===== config.mk =====
export PLATFORM = sky130hd
export DESIGN_NAME = pgdram_ctrl
export DESIGN_NICKNAME = d
export VERILOG_FILES = /design/src/rtl/pgdram_pkg.sv /design/src/rtl/pgdram_ref_timer.sv /design/src/rtl/pgdram_seq.sv /design/src/rtl/pgdram_ctrl.sv
export SDC_FILE = /design/constraint.sdc
export NUM_CORES = 1
export LEC_CHECK = 0
export ABC_AREA = 1
export BUFFER_PORTS_ARGS = -buffer_cell sky130_fd_sc_hd__buf_2
export CAP_MARGIN = 10
export CORE_UTILIZATION = 55
export DETAILED_ROUTE_END_ITERATION = 8
export PLACE_DENSITY = 0.76
export RECOVER_POWER = 25
export SETUP_SLACK_MARGIN = 0.3
export SYNTH_ARGS = -nofsm -noshare
export SYNTH_HDL_FRONTEND = slang
export SYNTH_SLANG_ARGS = --single-unit

===== constraint.sdc =====
create_clock -name clk -period 4.2 [get_ports clk]
set_clock_uncertainty 0.1 [all_clocks]
set_input_delay 1.26 -clock clk [delete_from_list [all_inputs] [get_ports clk]]
set_output_delay 1.26 -clock clk [all_outputs]
set_load 0.05 [all_outputs]

===== src/rtl/pgdram_pkg.sv =====
package pgdram_pkg;

    typedef enum logic [2:0] {
        ST_IDLE = 3'd0,
        ST_OPEN = 3'd1,
        ST_PRE  = 3'd2,
        ST_ACT  = 3'd3,
        ST_COL  = 3'd4,
        ST_RPRE = 3'd5,
        ST_RACT = 3'd6,
        ST_RREC = 3'd7
    } seq_state_e;

    function automatic int unsigned max2(int unsigned a, int unsigned b);
        return (a > b) ? a : b;
    endfunction

endpackage


===== src/rtl/pgdram_ref_timer.sv =====
module pgdram_ref_timer #(
    parameter int unsigned REF_CYC = 1562
) (
    input  logic clk,
    input  logic rst_n,
    input  logic clr_i,
    output logic pend_o
);
    localparam int unsigned CW = $clog2(REF_CYC + 1);

    typedef struct packed {
        logic [CW-1:0] cnt;
        logic          pend;
    } tmr_t;

    tmr_t tmr_d, tmr_q;

    always_comb begin
        tmr_d = tmr_q;
        if (clr_i) begin
            tmr_d.pend = 1'b0;
        end
        if (tmr_q.cnt == CW'(REF_CYC - 1)) begin
            tmr_d.cnt  = '0;
            tmr_d.pend = 1'b1;
        end else begin
            tmr_d.cnt = tmr_q.cnt + 1'b1;
        end
    end

    always_ff @(posedge clk) begin
        if (!rst_n) begin
            tmr_q <= '0;
        end else begin
            tmr_q <= tmr_d;
        end
    end

    assign pend_o = tmr_q.pend;

    // the sequencer only acknowledges a refresh that is actually pending
    p_clr_only_when_pending_r9: assert property (@(posedge clk) disable iff (!rst_n)
        clr_i |-> pend_o);

endmodule


===== src/rtl/pgdram_seq.sv =====
module pgdram_seq
    import pgdram_pkg::*;
#(
    parameter int unsigned ROW_W  = 8,
    parameter int unsigned COL_W  = 8,
    parameter int unsigned DATA_W = 16,
    parameter int unsigned T_PRE  = 2,
    parameter int unsigned T_RCD  = 2,
    parameter int unsigned T_CAS  = 2,
    parameter int unsigned T_RAS  = 3
) (
    input  logic                     clk,
    input  logic                     rst_n,
    input  logic                     req_valid,
    output logic                     req_ready,
    input  logic                     req_we,
    input  logic [ROW_W+COL_W-1:0]   req_addr,
    input  logic [DATA_W-1:0]        req_wdata,
    output logic                     rsp_valid,
    output logic [DATA_W-1:0]        rsp_rdata,
    input  logic                     ref_pend_i,
    output logic                     ref_clr_o,
    output logic [max2(ROW_W,COL_W)-1:0] dram_addr,
    output logic                     dram_ras_n,
    output logic                     dram_cas_n,
    output logic                     dram_we_n,
    output logic [DATA_W-1:0]        dram_dq_out,
    output logic                     dram_dq_oe,
    input  logic [DATA_W-1:0]        dram_dq_in
);
    localparam int unsigned DA_W  = max2(ROW_W, COL_W);
    localparam int unsigned T_MAX = max2(max2(T_PRE, T_RCD), max2(T_CAS, T_RAS));
    localparam int unsigned CNT_W = $clog2(T_MAX + 1);

    typedef struct packed {
        seq_state_e        st;
        logic [CNT_W-1:0]  cnt;
        logic              page_open;
        logic [ROW_W-1:0]  open_row;
        logic [ROW_W-1:0]  row;
        logic [COL_W-1:0]  col;
        logic              we;
        logic [DATA_W-1:0] wdata;
        logic [DATA_W-1:0] rdata;
        logic              rsp;
        logic              ras_n;
        logic              cas_n;
        logic              we_n;
        logic              oe;
        logic [DATA_W-1:0] dq;
        logic [DATA_W-1:0] dq_keep;
        logic [DA_W-1:0]   addr;
        logic [ROW_W-1:0]  ref_row;
    } seq_t;

    seq_t s_d, s_q;

    logic             idle_like;
    logic             accept;
    logic [ROW_W-1:0] in_row;
    logic [COL_W-1:0] in_col;
    logic             clr;

    assign idle_like = (s_q.st == ST_IDLE) || (s_q.st == ST_OPEN);
    assign req_ready = idle_like && !ref_pend_i;
    assign accept    = req_valid && req_ready;
    assign in_row    = req_addr[ROW_W+COL_W-1:COL_W];
    assign in_col    = req_addr[COL_W-1:0];

    always_comb begin
        s_d     = s_q;
        s_d.rsp = 1'b0;
        clr     = 1'b0;
        unique case (s_q.st)
            ST_IDLE, ST_OPEN: begin
                if (ref_pend_i) begin
                    if (s_q.st == ST_OPEN) begin
                        s_d.st        = ST_RPRE;
                        s_d.cnt       = CNT_W'(T_PRE);
                        s_d.ras_n     = 1'b1;
                        s_d.page_open = 1'b0;
                    end else begin
                        s_d.st      = ST_RACT;
                        s_d.cnt     = CNT_W'(T_RAS);
                        s_d.ras_n   = 1'b0;
                        s_d.addr    = DA_W'(s_q.ref_row);
                        s_d.ref_row = s_q.ref_row + 1'b1;
                        clr         = 1'b1;
                    end
                end else if (accept) begin
                    s_d.row   = in_row;
                    s_d.col   = in_col;
                    s_d.we    = req_we;
                    s_d.wdata = req_wdata;
                    if (s_q.page_open && (in_row == s_q.open_row)) begin
                        s_d.st    = ST_COL;
                        s_d.cnt   = CNT_W'(T_CAS);
                        s_d.addr  = DA_W'(in_col);
                        s_d.cas_n = 1'b0;
                        s_d.we_n  = !req_we;
                        s_d.oe    = req_we;
                        s_d.dq    = req_wdata;
                    end else if (s_q.page_open) begin
                        s_d.st        = ST_PRE;
                        s_d.cnt       = CNT_W'(T_PRE);
                        s_d.ras_n     = 1'b1;
                        s_d.page_open = 1'b0;
                    end else begin
                        s_d.st       = ST_ACT;
                        s_d.cnt      = CNT_W'(T_RCD);
                        s_d.ras_n    = 1'b0;
                        s_d.addr     = DA_W'(in_row);
                        s_d.open_row = in_row;
                    end
                end
            end
            ST_PRE: begin
                if (s_q.cnt == CNT_W'(1)) begin
                    s_d.st       = ST_ACT;
                    s_d.cnt      = CNT_W'(T_RCD);
                    s_d.ras_n    = 1'b0;
                    s_d.addr     = DA_W'(s_q.row);
                    s_d.open_row = s_q.row;
                end else begin
                    s_d.cnt = s_q.cnt - 1'b1;
                end
            end
            ST_ACT: begin
                if (s_q.cnt == CNT_W'(1)) begin
                    s_d.st    = ST_COL;
                    s_d.cnt   = CNT_W'(T_CAS);
                    s_d.addr  = DA_W'(s_q.col);
                    s_d.cas_n = 1'b0;
                    s_d.we_n  = !s_q.we;
                    s_d.oe    = s_q.we;
                    s_d.dq    = s_q.wdata;
                end else begin
                    s_d.cnt = s_q.cnt - 1'b1;
                end
            end
            ST_COL: begin
                if (s_q.cnt == CNT_W'(1)) begin
                    s_d.st        = ST_OPEN;
                    s_d.cas_n     = 1'b1;
                    s_d.we_n      = 1'b1;
                    s_d.oe        = 1'b0;
                    s_d.page_open = 1'b1;
                    s_d.rsp       = 1'b1;
                    if (!s_q.we) begin
                        s_d.rdata = dram_dq_in;
                    end
                end else begin
                    s_d.cnt = s_q.cnt - 1'b1;
                end
            end
            ST_RPRE: begin
                if (s_q.cnt == CNT_W'(1)) begin
                    s_d.st      = ST_RACT;
                    s_d.cnt     = CNT_W'(T_RAS);
                    s_d.ras_n   = 1'b0;
                    s_d.addr    = DA_W'(s_q.ref_row);
                    s_d.ref_row = s_q.ref_row + 1'b1;
                    clr         = 1'b1;
                end else begin
                    s_d.cnt = s_q.cnt - 1'b1;
                end
            end
            ST_RACT: begin
                if (s_q.cnt == CNT_W'(1)) begin
                    s_d.st    = ST_RREC;
                    s_d.cnt   = CNT_W'(T_PRE);
                    s_d.ras_n = 1'b1;
                end else begin
                    s_d.cnt = s_q.cnt - 1'b1;
                end
            end
            ST_RREC: begin
                if (s_q.cnt == CNT_W'(1)) begin
                    s_d.st = ST_IDLE;
                end else begin
                    s_d.cnt = s_q.cnt - 1'b1;
                end
            end
            default: s_d.st = ST_IDLE;
        endcase
    end

    always_ff @(posedge clk) begin
        if (!rst_n) begin
            s_q       <= '0;
            s_q.st    <= ST_IDLE;
            s_q.ras_n <= 1'b1;
            s_q.cas_n <= 1'b1;
            s_q.we_n  <= 1'b1;
        end else begin
            s_q <= s_d;
        end
    end

    assign ref_clr_o   = clr;
    assign rsp_valid   = s_q.rsp;
    assign rsp_rdata   = s_q.rdata;
    assign dram_addr   = s_q.addr;
    assign dram_ras_n  = s_q.ras_n;
    assign dram_cas_n  = s_q.cas_n;
    assign dram_we_n   = s_q.we_n;
    assign dram_dq_out = s_q.dq;
    assign dram_dq_oe  = s_q.oe;

    // a column strobe only happens inside an open row
    p_col_inside_row_r2: assert property (@(posedge clk) disable iff (!rst_n)
        !dram_cas_n |-> !dram_ras_n);

    // the column strobe falls only when the row strobe was already low
    p_col_after_row_r3: assert property (@(posedge clk) disable iff (!rst_n)
        $fell(dram_cas_n) |-> $past(!dram_ras_n));

    // completion is a single-cycle pulse
    p_rsp_pulse_r5: assert property (@(posedge clk) disable iff (!rst_n)
        rsp_valid |=> !rsp_valid);

    // the data bus is driven only with the write enable during a column strobe
    p_drive_in_write_r6: assert property (@(posedge clk) disable iff (!rst_n)
        dram_dq_oe |-> (!dram_we_n && !dram_cas_n));

    // the refresh row counter only ever steps by one
    p_ref_row_step_r8: assert property (@(posedge clk) disable iff (!rst_n)
        !$stable(s_q.ref_row) |-> (s_q.ref_row == $past(s_q.ref_row) + 1'b1));

    // a refresh in progress never raises a column strobe nor accepts work
    p_ref_no_col_r9: assert property (@(posedge clk) disable iff (!rst_n)
        (s_q.st inside {ST_RPRE, ST_RACT, ST_RREC}) |-> (dram_cas_n && !req_ready));

    // completing a refresh leaves no page open
    p_ref_closes_page_r10: assert property (@(posedge clk) disable iff (!rst_n)
        (s_q.st == ST_IDLE) |-> !s_q.page_open);

endmodule


===== src/rtl/pgdram_ctrl.sv =====
module pgdram_ctrl
    import pgdram_pkg::*;
#(
    parameter int unsigned CLK_MHZ = 100,
    parameter int unsigned ROW_W   = 8,
    parameter int unsigned COL_W   = 8,
    parameter int unsigned DATA_W  = 16,
    parameter int unsigned T_PRE   = 2,
    parameter int unsigned T_RCD   = 2,
    parameter int unsigned T_CAS   = 2,
    parameter int unsigned T_RAS   = 3
) (
    input  logic                         clk,
    input  logic                         rst_n,
    input  logic                         req_valid,
    output logic                         req_ready,
    input  logic                         req_we,
    input  logic [ROW_W+COL_W-1:0]       req_addr,
    input  logic [DATA_W-1:0]            req_wdata,
    output logic                         rsp_valid,
    output logic [DATA_W-1:0]            rsp_rdata,
    output logic [max2(ROW_W,COL_W)-1:0] dram_addr,
    output logic                         dram_ras_n,
    output logic                         dram_cas_n,
    output logic                         dram_we_n,
    output logic [DATA_W-1:0]            dram_dq_out,
    output logic                         dram_dq_oe,
    input  logic [DATA_W-1:0]            dram_dq_in
);
    localparam int unsigned REF_CYC = (CLK_MHZ * 15625) / 1000;

    logic ref_pend;
    logic ref_clr;

    pgdram_ref_timer #(.REF_CYC(REF_CYC)) u_timer (
        .clk    (clk),
        .rst_n  (rst_n),
        .clr_i  (ref_clr),
        .pend_o (ref_pend)
    );

    pgdram_seq #(
        .ROW_W(ROW_W), .COL_W(COL_W), .DATA_W(DATA_W),
        .T_PRE(T_PRE), .T_RCD(T_RCD), .T_CAS(T_CAS), .T_RAS(T_RAS)
    ) u_seq (
        .clk        (clk),
        .rst_n      (rst_n),
        .req_valid  (req_valid),
        .req_ready  (req_ready),
        .req_we     (req_we),
        .req_addr   (req_addr),
        .req_wdata  (req_wdata),
        .rsp_valid  (rsp_valid),
        .rsp_rdata  (rsp_rdata),
        .ref_pend_i (ref_pend),
        .ref_clr_o  (ref_clr),
        .dram_addr  (dram_addr),
        .dram_ras_n (dram_ras_n),
        .dram_cas_n (dram_cas_n),
        .dram_we_n  (dram_we_n),
        .dram_dq_out(dram_dq_out),
        .dram_dq_oe (dram_dq_oe),
        .dram_dq_in (dram_dq_in)
    );

endmodule


==> results.py <==
metrics = {
    "synth": {
        "synth_compound_area_share_pct": 18.6,
        "synth_top_area_share_pct": 38.9,
        "synth_area_leaders": "dfxtp_1, nand2_1, a21oi_1, o21ai_0, inv_1",
        "synth_edf_count": 0,
        "synth.net_count": 870,
        "syn-instance-count": 812,
        "synthSimpleGateAreaFrac_pct": 26.2,
        "synthAdderAreaFrac_pct": 1.30,
        "synth_seq_area_share_pct": 38.9,
        "synthMuxAreaShare_pct": 0,
        "synth_cell_types": 40,
        "dominantRegCellSynth": "dfxtp_1",
        "synth_top_family_by_area": "simple AND/OR/NAND/NOR gates",
        "ys_ff_latch": 112,
        "postSynthAreaPerCell_sq_um": 7.10,
        "yosysTopAreaCell": "dfxtp_1",
        "synthArstFlopShare_pct": 0,
        "synth_area_sq_mm": 0.00576,
        "synth-xor-area-share_pct": 0.152,
        "yosysWarnings": 0,
    },
    "critical_path": {
        "crit_cells": 4,
        "max_stage_delay_ns": 1.03,
        "cp.arrival_ns": 3.61,
        "path_class": "in -> reg",
        "cp_top_family": "buffers and inverters",
        "critPathBufInv": 3,
        "slowest_stage": "clkbuf_1",
        "required_ns": 4.41,
        "startpoint_type": "primary input",
        "reg2reg_depth": 7,
        "critPathMaxFanout": 34,
        "cp_cell_sequence": "clkbuf_1, inv_1, buf_4, a21oi_1",
        "end_kind": "flop",
    },
    "power": {
        "sw_frac_of_total_pct": 47.0,
        "sequentialPowerShare_pct": 38.2,
        "power_frac_clock_pct": 17.6,
        "ir_drop_mv": 0.269,
        "leakagePower_nw": 2.70,
        "power_density_mw_per_mm2": 622,
        "switching_power_mw": 1.80,
        "internal_power_mw": 2.03,
        "comb_power_share_pct": 44.2,
    },
    "placement": {
        "place_area_sq_mm": 0.00597,
        "port_buffers": 97,
        "dp_hpwl_um": 10100,
        "gp_congestion": 0.920,
    },
    "cts": {
        "clk_pin_slew_ns": 0.11,
        "cts_buffers": 9,
        "numClockSinks": 112,
        "htreeDepth": 3,
        "post_cts_buffers": 0,
        "worstSkewPairLatency_ns": 0.38,
        "ctsHoldBuffers": 0,
        "cts_root_buf": "clkbuf_8",
        "post_cts_resized": 0,
        "cts_tree": "built",
        "clockBufferDepth": 2,
    },
    "timing": {
        "tightest_slew_ns": 1.45,
        "post-route-period-util_pct": 80.9,
        "tns_ns": 0,
        "period_minus_slack_ns": 3.40,
        "rsz0062_at_grt": "no",
        "final-hold-violation-count": 0,
        "max_freq_mhz": 294,
        "maxSlewHeadroom_pct": 3.13,
        "drv_slew": 0,
        "worst_hold_slack_ns": 0.351,
        "finalSetupViolations": 0,
    },
    "global_routing": {
        "antenna_found_initial": 0,
        "grt_max_degree": 39,
        "track_usage_pct": 26.3,
        "grt_pass1_vias": 4940,
        "grt_overflow_total": 0,
        "grt_pass1_wl_um": 23300,
    },
    "finish": {
        "postLayoutCellArea_sq_mm": 0.00616,
        "drive_gt1_share_pct": 19.4,
        "syn_to_final_growth_pct": 6.91,
        "diodes": 0,
        "layout_commonest_cell": "nand2_1",
        "nNetsFinal": 908,
        "layout_common_cells": "nand2_1, dfxtp_1, inv_1",
    },
    "status": {
        "status": "complete, no violations",
    },
    "hold_path": {
        "holdCritPathClass": "reg -> reg",
        "hold_depth": 2,
    },
    "floorplanning": {
        "rows": 36,
        "die_w_um": 104,
        "die-area_sq_mm": 0.0109,
        "ioPinCount": 98,
        "die_y_um": 104,
        "initial_core_util_pct": 57.9,
        "coreArea_sq_mm": 0.00995,
    },
    "run": {
        "maxCapViolations": 0,
    },
    "route": {
        "wl_um": 14200,
        "ant_nets": 0,
        "wl_per_cell_um": 14.4,
        "drtIter0Drc": 423,
        "drc": 0,
        "vias_per_cell": 5.46,
        "vias": 5391,
        "dr.pass1.iters": 6,
    },
}
==> tightest hold or removal path, delay by kind of cell, from the launching register on <==
kind                   cells  cell delay [ns]
DFF                        1             0.32
AOI/OAI and AO/OA          1             0.05
buffers and inverters      1             0.04
==> metal layers <==
metal / routed length (um) / global-route usage [%] / vias up
li1: - / - / 2673
met5: 0 / 0 / -
met3: 968 / 3.88 / 25
met4: 328 / 10.4 / 0
met2: 6720 / 44.5 / 252
met1: 6190 / 33.6 / 2441
==> synthesized netlist by cell type, types with 3 or more instances <==
| cell type | n |
|---|---|
| inv_1 | 90 |
| a21oi_2 | 10 |
| nand2_1 | 178 |
| buf_2 | 5 |
| buf_4 | 42 |
| nand3_1 | 32 |
| nand3_2 | 12 |
| o211ai_1 | 8 |
| nor4_1 | 3 |
| o21ai_1 | 5 |
| inv_2 | 9 |
| nand2_2 | 15 |
| nor3b_1 | 5 |
| ha_1 | 6 |
| nor3_1 | 7 |
| a31oi_1 | 4 |
| buf_6 | 3 |
| clkbuf_1 | 21 |
| nand4_1 | 9 |
| o21ai_0 | 76 |
| nor2_1 | 52 |
| a21oi_1 | 83 |
| dfxtp_1 | 112 |
==> per-stage QoR <==
step	cells	worst slack [ns]	util, %	power, mW
3_3_place_gp	972	1.11	60.0	3.12
2_1_floorplan	812	1.64	-	2.96
6_report	988	0.803	61.9	3.83
4_1_cts	988	1.23	62.0	3.83
5_1_grt	988	0.612	61.9	4.07
3_5_place_dp	972	1.04	60.0	3.17
==> final cells by class <==
class | count | area [sq um]
clock inverter | 7 | 78.8
fill | 914 | 3790
sequential | 112 | 2240
clock buffer | 9 | 124
timing repair buffer | 101 | 504
multi-input combinational | 526 | 2670
inverter | 100 | 378
tap | 133 | 166
==> power by group through the flow <==
| stage | sequential, mW | combinational (mW) | clock, mW |
|---|---|---|---|
| 2_1_floorplan | 1.48 | 1.48 | 0 |
| 3_3_place_gp | 1.47 | 1.65 | 0 |
| 3_5_place_dp | 1.48 | 1.68 | 0 |
| 4_1_cts | 1.46 | 1.69 | 0.684 |
| 5_1_grt | 1.49 | 1.86 | 0.724 |
| 6_report | 1.46 | 1.69 | 0.675 |
==> worst paths after layout <==
check,start,to,slack [ns]
min reg2reg,u_seq.rsp_rdata[12],u_seq.rsp_rdata[12],0.35
max reg2reg,u_seq.s_q[114],u_seq.dram_dq_out[2],1.40
max,rst_n,u_seq.dram_dq_out[0],0.80
min,u_seq.rsp_rdata[12],u_seq.rsp_rdata[12],0.35
==> registers in the layout (all words and copies together), names as in the netlist <==
| signal | flops |
|---|---|
| u_seq.rsp_rdata | 16 |
| u_seq.dram_we_n | 1 |
| u_seq.dram_dq_out | 16 |
| u_seq.dram_addr | 8 |
| u_seq.rsp_valid | 1 |
| u_seq.s_q | 55 |
| u_timer.pend_o | 1 |
| u_timer.tmr_q | 11 |
| u_seq.dram_cas_n | 1 |
| u_seq.dram_ras_n | 1 |
| u_seq.dram_dq_oe | 1 |
==> cells by family (layout without fill, tap and decap cells) <==
kind of cell / after synthesis / in the layout
and+or+nand+nor: 324 / 324
xor gates and xnor gates: 1 / 1
buffers and inverters: 174 / 217
DFF: 112 / 112
AOI/OAI and AO/OA: 195 / 195
adders and majority gates: 6 / 6
Power figures use the tool's default switching activity.
